--- src/rtl/hotspot_pkg.sv ---
// Package: shared action codes and sequencer states for the hotspot
// line controller. Assumes nothing beyond standard synthesizable types.
package hotspot_pkg;

    typedef enum logic [2:0] {
        ACT_NONE   = 3'd0,
        ACT_PULSE  = 3'd1,
        ACT_TOGGLE = 3'd2,
        ACT_SET_HI = 3'd3,
        ACT_SET_LO = 3'd4,
        ACT_SAMPLE = 3'd5
    } hs_act_e;

    typedef enum logic [2:0] {
        S_IDLE     = 3'd0,
        S_PULSE_HI = 3'd1,
        S_TOG_HI   = 3'd2,
        S_TOG_FLIP = 3'd3
    } seq_state_e;

endpackage

--- src/rtl/access_edge.sv ---
// Module: access_edge
// Turns the level bus strobe into one-cycle start and finish pulses so that
// every CPU access is seen exactly once. Assumes bus_valid is synchronous.
module access_edge (
    input  logic clk,
    input  logic rst_n,
    input  logic valid_i,
    output logic start_o,
    output logic finish_o
);

    logic valid_q;

    // Purpose: remember the strobe level of the previous cycle.
    always_ff @(posedge clk) begin
        if (!rst_n) valid_q <= 1'b0;
        else        valid_q <= valid_i;
    end

    // Purpose: derive start and finish pulses from the strobe edges.
    always_comb begin
        start_o  = valid_i & ~valid_q;
        finish_o = ~valid_i & valid_q;
    end

    // an access can only start once; there is never a start in two cycles in a row.
    assert_single_start_R8: assert property (@(posedge clk) disable iff (!rst_n)
        start_o |=> !start_o);

endmodule

--- src/rtl/hotspot_decode.sv ---
// Module: hotspot_decode
// Maps the full cartridge address onto a line action. Every bit, A14
// included, is compared so aliases never fire. Purely combinational.
module hotspot_decode
    import hotspot_pkg::*;
#(
    parameter int          ADDR_W     = 15,
    parameter logic [14:0] ADR_PULSE  = 15'h7FFF,
    parameter logic [14:0] ADR_TOGGLE = 15'h7FFE,
    parameter logic [14:0] ADR_SET_HI = 15'h0073,
    parameter logic [14:0] ADR_SET_LO = 15'h0072,
    parameter logic [14:0] ADR_SAMPLE = 15'h0071
) (
    input  logic [ADDR_W-1:0] addr_i,
    output hs_act_e           act_o
);

    localparam int NHOT = 5;

    logic [NHOT-1:0][ADDR_W-1:0] hot_adr;
    hs_act_e                     hot_act [NHOT];
    logic [NHOT-1:0]             hit;

    assign hot_adr[0] = ADDR_W'(ADR_PULSE);
    assign hot_adr[1] = ADDR_W'(ADR_TOGGLE);
    assign hot_adr[2] = ADDR_W'(ADR_SET_HI);
    assign hot_adr[3] = ADDR_W'(ADR_SET_LO);
    assign hot_adr[4] = ADDR_W'(ADR_SAMPLE);
    assign hot_act[0] = ACT_PULSE;
    assign hot_act[1] = ACT_TOGGLE;
    assign hot_act[2] = ACT_SET_HI;
    assign hot_act[3] = ACT_SET_LO;
    assign hot_act[4] = ACT_SAMPLE;

    // Purpose: compare the address against each hotspot in parallel.
    for (genvar g = 0; g < NHOT; g++) begin : g_cmp
        assign hit[g] = (addr_i == hot_adr[g]);
    end

    // Purpose: select the action of the matching hotspot (at most one matches).
    always_comb begin
        act_o = ACT_NONE;
        for (int i = 0; i < NHOT; i++) begin
            if (hit[i]) act_o = hot_act[i];
        end
    end

    // distinct hotspot addresses can never match together.
    assert_onehot_hit_R7: assert final ($onehot0(hit));

endmodule

--- src/rtl/line_sequencer.sv ---
// Module: line_sequencer
// Runs the clock and data line actions. Clock sequences are split into
// phases of PHASE_CYC cycles; data only moves while the clock is high.
// Assumes PHASE_CYC >= 1. Starts arriving while busy are dropped.
module line_sequencer
    import hotspot_pkg::*;
#(
    parameter int PHASE_CYC = 2
) (
    input  logic    clk,
    input  logic    rst_n,
    input  logic    start_i,
    input  hs_act_e act_i,
    output logic    scl_o,
    output logic    sda_oe_o
);

    localparam int CNT_W = $clog2(PHASE_CYC + 1);
    localparam logic [CNT_W-1:0] CNT_LOAD = CNT_W'(PHASE_CYC - 1);

    seq_state_e       state_q;
    logic [CNT_W-1:0] cnt_q;
    logic             scl_q;
    logic             oe_q;
    logic             phase_done;
    logic             accept;

    // Purpose: a phase ends when its counter has run down.
    assign phase_done = (cnt_q == '0);
    // Purpose: only an idle sequencer takes a new access.
    assign accept     = start_i && (state_q == S_IDLE);

    // Purpose: phase state machine with clock and data line registers.
    always_ff @(posedge clk) begin
        if (!rst_n) begin
            state_q <= S_IDLE;
            cnt_q   <= '0;
            scl_q   <= 1'b0;
            oe_q    <= 1'b0;
        end else begin
            case (state_q)
                S_IDLE: begin
                    if (accept) begin
                        case (act_i)
                            ACT_PULSE: begin
                                state_q <= S_PULSE_HI;
                                scl_q   <= 1'b1;
                                cnt_q   <= CNT_LOAD;
                            end
                            ACT_TOGGLE: begin
                                state_q <= S_TOG_HI;
                                scl_q   <= 1'b1;
                                cnt_q   <= CNT_LOAD;
                            end
                            ACT_SET_HI: oe_q <= 1'b0;
                            ACT_SET_LO: oe_q <= 1'b1;
                            default:    ;
                        endcase
                    end
                end
                S_PULSE_HI: begin
                    if (phase_done) begin
                        state_q <= S_IDLE;
                        scl_q   <= 1'b0;
                    end else begin
                        cnt_q <= cnt_q - 1'b1;
                    end
                end
                S_TOG_HI: begin
                    if (phase_done) begin
                        state_q <= S_TOG_FLIP;
                        oe_q    <= ~oe_q;
                        cnt_q   <= CNT_LOAD;
                    end else begin
                        cnt_q <= cnt_q - 1'b1;
                    end
                end
                S_TOG_FLIP: begin
                    if (phase_done) begin
                        state_q <= S_IDLE;
                        scl_q   <= 1'b0;
                    end else begin
                        cnt_q <= cnt_q - 1'b1;
                    end
                end
                default: state_q <= S_IDLE;
            endcase
        end
    end

    assign scl_o    = scl_q;
    assign sda_oe_o = oe_q;

    // the clock only rises one cycle after an access start.
    assert_scl_rise_from_access_R2: assert property (@(posedge clk) disable iff (!rst_n)
        $rose(scl_q) |-> $past(start_i));

    // a data change with the clock high on both sides is the mid-pulse inversion.
    assert_sda_moves_inside_pulse_R3: assert property (@(posedge clk) disable iff (!rst_n)
        (scl_q && $past(scl_q) && (oe_q != $past(oe_q))) |-> (state_q == S_TOG_FLIP));

    // a start that arrives while busy does not restart the phase counter.
    assert_busy_ignores_start_R9: assert property (@(posedge clk) disable iff (!rst_n)
        (start_i && state_q == S_PULSE_HI && !phase_done) |=> (state_q == S_PULSE_HI));

endmodule

--- src/rtl/bank_flip_ctrl.sv ---
// Module: bank_flip_ctrl
// Holds the bank-bit modifier. A sample access that sees a low wire arms it;
// it lasts through the next whole access and clears when that access ends.
module bank_flip_ctrl
    import hotspot_pkg::*;
(
    input  logic    clk,
    input  logic    rst_n,
    input  logic    start_i,
    input  logic    finish_i,
    input  hs_act_e act_i,
    input  logic    sda_i,
    output logic    flip_o
);

    logic flip_q;
    logic used_q;

    // Purpose: set on a low sample, mark use on the next access, clear at its end.
    always_ff @(posedge clk) begin
        if (!rst_n) begin
            flip_q <= 1'b0;
            used_q <= 1'b0;
        end else if (start_i && act_i == ACT_SAMPLE && !flip_q) begin
            flip_q <= ~sda_i;
            used_q <= 1'b0;
        end else if (start_i && flip_q) begin
            used_q <= 1'b1;
        end else if (finish_i && used_q) begin
            flip_q <= 1'b0;
            used_q <= 1'b0;
        end
    end

    assign flip_o = flip_q;

    // the modifier only rises after a sample access saw a low wire.
    assert_flip_needs_low_sample_R5: assert property (@(posedge clk) disable iff (!rst_n)
        $rose(flip_q) |-> $past(start_i && act_i == ACT_SAMPLE && !sda_i));

    // the modifier only falls at the end of an access.
    assert_flip_clears_at_end_R6: assert property (@(posedge clk) disable iff (!rst_n)
        $fell(flip_q) |-> $past(finish_i));

endmodule

--- src/rtl/hotspot_i2c_pins.sv ---
// Module: hotspot_i2c_pins (top)
// Drives a two-wire EEPROM clock and open-drain data enable purely from
// reads of hotspot addresses, and reports the wire level via a bank-bit
// modifier. Assumes bus_valid is synchronous to clk and high once per access.
module hotspot_i2c_pins
    import hotspot_pkg::*;
#(
    parameter int ADDR_W    = 15,
    parameter int PHASE_CYC = 2
) (
    input  logic              clk,
    input  logic              rst_n,
    input  logic [ADDR_W-1:0] bus_addr,
    input  logic              bus_valid,
    input  logic              sda_in,
    output logic              scl_out,
    output logic              sda_oe,
    output logic              bank_flip
);

    logic    acc_start;
    logic    acc_finish;
    hs_act_e act;

    access_edge u_edge (
        .clk      (clk),
        .rst_n    (rst_n),
        .valid_i  (bus_valid),
        .start_o  (acc_start),
        .finish_o (acc_finish)
    );

    hotspot_decode #(.ADDR_W(ADDR_W)) u_dec (
        .addr_i (bus_addr),
        .act_o  (act)
    );

    line_sequencer #(.PHASE_CYC(PHASE_CYC)) u_seq (
        .clk      (clk),
        .rst_n    (rst_n),
        .start_i  (acc_start),
        .act_i    (act),
        .scl_o    (scl_out),
        .sda_oe_o (sda_oe)
    );

    bank_flip_ctrl u_flip (
        .clk      (clk),
        .rst_n    (rst_n),
        .start_i  (acc_start),
        .finish_i (acc_finish),
        .act_i    (act),
        .sda_i    (sda_in),
        .flip_o   (bank_flip)
    );

    // with no access since reset, the clock is low and the line is released.
    assert_quiet_lines_R1: assert property (@(posedge clk) disable iff (!rst_n)
        ($past(!rst_n)) |-> (!scl_out && !sda_oe && !bank_flip));

endmodule

--- config.mk ---
export PLATFORM = sky130hd
export DESIGN_NAME = hotspot_i2c_pins
export DESIGN_NICKNAME = d
export VERILOG_FILES = /design/src/rtl/hotspot_pkg.sv /design/src/rtl/access_edge.sv /design/src/rtl/hotspot_decode.sv /design/src/rtl/line_sequencer.sv /design/src/rtl/bank_flip_ctrl.sv /design/src/rtl/hotspot_i2c_pins.sv
export SDC_FILE = /design/constraint.sdc
export NUM_CORES = 1
export LEC_CHECK = 0
export BUFFER_PORTS_ARGS = -buffer_cell sky130_fd_sc_hd__buf_2
export CORE_MARGIN = 2
export CORE_UTILIZATION = 43
export CTS_BUF_LIST = sky130_fd_sc_hd__clkbuf_16
export CTS_CLUSTER_DIAMETER = 30
export CTS_CLUSTER_SIZE = 14
export DETAILED_ROUTE_END_ITERATION = 10
export PLACE_DENSITY = 0.72
export REMOVE_ABC_BUFFERS = 1
export SYNTH_ARGS = -nofsm -noshare
export SYNTH_HDL_FRONTEND = slang
export SYNTH_HIERARCHICAL = 1
export SYNTH_SLANG_ARGS = --single-unit
--- constraint.sdc ---
create_clock -name clk -period 1.5 [get_ports clk]
set_input_delay 0 -clock clk [delete_from_list [all_inputs] [get_ports clk]]
set_output_delay 0 -clock clk [all_outputs]
set_load 0.02 [all_outputs]
==> Yosys cells after proc, flatten, opt, wreduce, memory -nomap -nowiden <==
Index checks and enable logic that the tools add are counted.
{ "totals": {"input_bits": 19, "regBits": 10, "word_cells": 84, "out_inout_bits": 3} }
{ "classes": {"add_sub_neg": 1, "n_eq_ne": 21, "n_mux": 27, "n_bitwise": 7, "n_reduce_logical": 21} }
{ "op_table": {"columns": ["op", "n"], "rows": [
  ["$eq 15x7->1 const B", 3],
  ["$eq 15x15->1 const B", 2],
  ["$reduce_and 4->1", 4],
  ["$mux 3", 5],
  ["$eq 3x2->1 const B", 4],
  ["$mux 2", 6],
  ["$mux 1", 10],
  ["$pmux 3 s3", 1],
  ["$ne 2x1->1 const B", 4],
  ["$reduce_bool 2->1", 4],
  ["$eq 3x1->1 const B", 2],
  ["$eq 3x3->1 const B", 2],
  ["$ne 3x3->1 const B", 2],
  ["$pmux 1 s2", 3],
  ["$pmux 2 s3", 1],
  ["$pmux 3 s2", 1],
  ["$reduce_or 2->1", 3],
  ["$logic_and 1x1->1", 5],
  ["$not 1->1", 5],
  ["$ne 2x2->1 const B", 2],
  ["$logic_not 3->1", 1],
  ["$reduce_bool 3->1", 1],
  ["$and 1x1->1", 2],
  ["$logic_not 2->1", 1],
  ["3 further kinds", 3]
]} }

==> Logic depth before layout (Yosys ltp) <==
{ "logic_depth": {"word_depth": 11, "ltp_mapped": 7, "mapped_depth_nobuf": 7} }

==> Cells and area by module <==
The synthesis kept the hierarchy.
{ "modules_own_cells": {"columns": ["module", "area_each_um2", "cells_each", "instances"], "rows": [
  ["line_sequencer", 391.6, 44, 1],
  ["bank_flip_ctrl", 105.1, 9, 1],
  ["hotspot_decode", 102.6, 15, 1],
  ["access_edge", 38.8, 4, 1]
]} }

==> Worst setup path before layout <==
No wires, ideal clock.
{ "synth_timing": {"kind": "input port to flip-flop", "from": "in bus_addr[10]", "to": "reg u_seq.cnt_q[1]", "arrival_ns": 1.466, "path_slack_ns": -0.037, "required_time_ns": 1.428, "path_stages": 7, "path_cell_list": "nand4_1 -> or4_4 -> a21boi_2 -> xor2_1 -> and2_4 -> o31ai_4 -> mux2i_1"} }
{ "synth_via": {"elab_chain_len": 10, "elab_cells_between_ends": 15, "classes_between": "eq/ne: 8; mux: 5; reduce/logical: 2"} }
{ "synth_rtl": {"columns": ["item", "line", "source"], "rows": [
  ["from (decl)", "hotspot_i2c_pins.sv:13", "input logic [ADDR_W-1:0] bus_addr,"],
  ["$eq 15x15->1", "hotspot_decode.sv:37", "assign hit[g] = (addr_i == hot_adr[g]);"],
  ["$mux 1", "hotspot_decode.sv:44", "if (hit[i]) act_o = hot_act[i];"],
  ["$mux 2 (2 in a row)", "hotspot_decode.sv:44", null],
  ["$mux 3", "hotspot_decode.sv:44", null],
  ["$mux 3 (*)", "hotspot_decode.sv:44", null],
  ["net act[0]", "hotspot_i2c_pins.sv:23", "hs_act_e act;"],
  ["$eq 3x1->1 / $eq 3x2->1 (equally long branches)", "line_sequencer.sv:44", "case (act_i)"],
  ["$reduce_or 2->1 (no line) (*)", null, null],
  ["$ne 2x2->1 (no line) (*)", null, null],
  ["$reduce_and 4->1 (no line) (*)", null, null],
  ["to (signal assigned)", "line_sequencer.sv:66", "cnt_q <= cnt_q - 1'b1;"],
  ["to (signal assigned)", "line_sequencer.sv:75", "cnt_q <= cnt_q - 1'b1;"],
  ["to (signal assigned)", "line_sequencer.sv:83", "cnt_q <= cnt_q - 1'b1;"],
  ["to (decl)", "line_sequencer.sv:22", "logic [CNT_W-1:0] cnt_q;"]
]} }
Mark *: on every way through the listed nets, which the timed path passes. The rest lies on a longest branch.
A chain may end at the register's enable or synchronous reset.

==> Worst setup path in the final report <==
{ "layout_timing": {"from": "in bus_addr[9]", "to": "reg u_seq.cnt_q[1]"} }
{ "layout_via": {"elab_cells_between_ends": 15, "classes_between": "eq/ne: 8; mux: 5; reduce/logical: 2"} }
{ "layout_rtl": {"columns": ["item", "line"], "rows": [
  ["$eq 15x15->1", "hotspot_decode.sv:37"],
  ["$mux 2 (2 in a row)", "hotspot_decode.sv:44"],
  ["$mux 3", "hotspot_decode.sv:44"],
  ["$mux 3 (*)", "hotspot_decode.sv:44"],
  ["net act[1]", "hotspot_i2c_pins.sv:23"],
  ["$eq 3x1->1 / $eq 3x2->1 (equally long branches)", "line_sequencer.sv:44"],
  ["$reduce_or 2->1 (no line) (*)", null],
  ["$ne 2x2->1 (no line) (*)", null],
  ["$reduce_and 4->1 (no line) (*)", null]
]} }
Marks and branches as above.

==> flow_metrics.env <==
export IMPL_worst_skew_pair_late_latency_ps=230
export IMPL_clock_path_buffers=2
export IMPL_worst_setup_path_end_kind="flip-flop"
export IMPL_critical_path_max_stage_delay_ps=270
export IMPL_synth_ff_latch_count=9
export IMPL_layout_area_overhead_vs_synth_pct=42.2
export IMPL_crit_slowest_cell="o22ai_2"
export IMPL_run_status="finished, final reports clean"
export IMPL_multi_input_comb_area_sq_um=448
export IMPL_cts_buffers_inserted=3
export IMPL_cell_area_after_layout_sq_um=907
export IMPL_drt_first_pass_iters=4
export IMPL_diodes=0
export IMPL_postLayoutCoreUtil_pct=67.2
export IMPL_critical_path_arrival_ps=1570
export IMPL_clock_fmax_mhz=709
export IMPL_place_detailed_hpwl_mm=1.09
export IMPL_preCtsSetupSlack_ps=-202
export IMPL_max_cap_violations=0
export IMPL_cts_repair_timing_setup_buffer_count=0
export IMPL_worst_setup_path_type="in -> reg"
export IMPL_tot_gr_track_use_pct=17.7
export IMPL_grt_first_pass_wirelength_mm=2.46
export IMPL_vdd_drop_max_mv=1.22
export IMPL_finalWeightedCongestion=0.812
export IMPL_postSynth_asyncResetShare_pct=0
export IMPL_timing_max_transition_violations_final=0
export IMPL_placed_cell_area_sq_um=791
export IMPL_hold_violations=0
export IMPL_n_fill_cell=109
export IMPL_skew_ps=4.51
export IMPL_setup_ws_ps=89.4
export IMPL_syn_area_per_cell_sq_um=8.86
export IMPL_row_count=13
export IMPL_htreeDepth=1
export IMPL_synth_largest_type_area_fraction_pct=28.2
export IMPL_sequential_cell_area_sq_um=180
export IMPL_clock_root_buffer="clkbuf_16"
export IMPL_leakagePower_nw=0.410
export IMPL_worst_setup_path_start_kind="input port"
export IMPL_power_per_cell_area_nw_per_um2=850
export IMPL_grt_remaining_overflow=0
export IMPL_fin_crit_sh_pct=94.0
export IMPL_route_detailed_drc=0
export IMPL_yosys_area_top_type="dfxtp_1"
export IMPL_r2r_slack_ps=160
export IMPL_final_layout_size_suffix_gt1_share_pct=40.6
export IMPL_register_clock_pin_slew_on_the_reported_worst_setup_and_hold_paths_ps=40
export IMPL_setup_total_negative_slack_ps=0
export IMPL_yosys_cell_types_count=35
export IMPL_synth_area_leaders="dfxtp_1 (28%), mux2i_1 (4.7%), nand2_1 (4.1%)"
export IMPL_grt_start_max_net_pins=13
export IMPL_wire_per_inst_um=12.4
export IMPL_number_of_global_route_vias_before_repair=621
export IMPL_worstHoldPathType="in -> reg"
export IMPL_die_width_um=42.5
export IMPL_yosys_warnings=6
export IMPL_io_buffer_count=21
export IMPL_synth_flop_cell="dfxtp_1"
export IMPL_initial_core_utilization_pct=47.3
export IMPL_mostFrequentLayoutCells="buf_2 (19), dfxtp_1 (9), nand2_1 (7)"
export IMPL_seq_total_area_yosys_pct=28.2
export IMPL_tritoncts="done"
export IMPL_worst_path_max_fanout=3
export IMPL_nNetsFinal=123
export IMPL_post_cts_hold_buffer_count=0
export IMPL_synth_cells=72
export IMPL_finalCriticalPeriod_ps=1410
export IMPL_fin_worst_hold_slack_ps=8.89
export IMPL_cp_data_required_time_ps=1660
export IMPL_numClockSinks=9
export IMPL_drt_iter0_markers=8
export IMPL_ant_nets=0
export IMPL_layout_cells_most_common="buf_2"
export IMPL_via_count=613
export IMPL_die_height_um=42.5
export IMPL_core_sq_um=1350
export IMPL_synth_edff_count=0
export IMPL_timing_critical_path_cells="buf_2 > nor4_2 > nand4_1 > o22ai_2 > xor2_1 > and2_4 > o31ai_4 > mux2i_1"
export IMPL_synthesis_area_sq_um=638
export IMPL_final_setup_viol_count=0
export IMPL_worstMarginPinSlew_ps=405
export IMPL_number_of_top_level_design_ports=22
export IMPL_route_detailed_vias_per_inst=5.28
export IMPL_timing_max_slew_rel_slack_pct=73.0
export IMPL_antenna_found_initial=0
export IMPL_die_area_sq_um=1810
export IMPL_postRouteWirelength_mm=1.44
-- state kept, by name (all words and copies together), names as in the netlist --
signal and flops:
u_seq/cnt_q 2, u_seq/scl_o 1, u_seq/state_q 2, u_edge/valid_q 1, u_flip/flip_o 1, u_flip/used_q 1
u_seq/sda_oe_o 1
-- Yosys cell counts, types with 2 or more instances --
| cell | instances |
|---|---|
| dfxtp_1 | 9 |
| nand2_1 | 7 |
| nor4_1 | 3 |
| a21oi_1 | 4 |
| mux2i_1 | 3 |
| nand3_1 | 4 |
| ha_1 | 2 |
| inv_1 | 5 |
| nor2b_1 | 3 |
| nand4_1 | 3 |
| nor2_1 | 5 |
-- worst max-delay path: cells and delay by family --
| kind | cells | cell delay [ps] |
|---|---|---|
| compound gates | 2 | 470 |
| xor+xnor | 1 | 90 |
| buf+inv | 1 | 110 |
| mux | 1 | 200 |
| simple gates | 3 | 680 |
-- layer usage --
metal | GRT usage, % | share of wire (%) | vias up
met5 | 0 | 0 | -
met4 | 0 | 0 | 0
met3 | 8.19 | 5.5 | 0
met2 | 31.7 | 49 | 16
met1 | 20.3 | 46 | 270
li1 | - | - | 327
-- through the flow --
stage | std cells | total power, mW
finish | 116 | 0.771
floorplan | 70 | 0.268
global route | 116 | 0.800
global placement | 112 | 0.307
detailed placement | 112 | 0.309
CTS | 116 | 0.769
-- path summary, 6_finish.rpt --
| kind | start | end | cells after the start |
|---|---|---|---|
| hold reg to reg | u_seq/scl_o | u_seq/scl_o | 2 |
| hold / removal | bus_valid | u_edge/valid_q | 2 |
| setup reg to reg | u_edge/valid_q | u_seq/state_q[0] | 5 |
| setup / recovery | bus_addr[9] | u_seq/cnt_q[1] | 8 |
-- area by class of cell --
cell class	count	share of cell area, %
inverters	5	2.07
flip-flops and latches	9	19.9
repair buffers	27	17.9
clock buffers	3	8.28
well taps	15	2.07
clock inverters	1	0.414
multi-input cells	56	49.4
-- cells by family after synthesis --
logic type	Yosys count	synth area share [%]
AND/OR/NAND/NOR	34	32.6
XOR/XNOR	2	2.75
AO/OA/AOI/OAI	15	22.4
flip-flops	9	28.2
adder cells (fa/ha/maj)	2	3.92
multiplexers	3	4.71
buffers and inverters	7	5.49
-- where the power goes --
part / total (mW) / internal [mW] / switching (mW)
Clock: 0.458 / 0.348 / 0.111
Sequential: 0.243 / 0.242 / 0.000671
Combinational: 0.0701 / 0.0377 / 0.0324
-- timing repair --
action,4_1_cts,5_1_grt
gates resized for setup,0,6
hold endpoints to repair,0,0
endpoints found under the setup margin,0,3
Power figures use the tool's default switching activity.
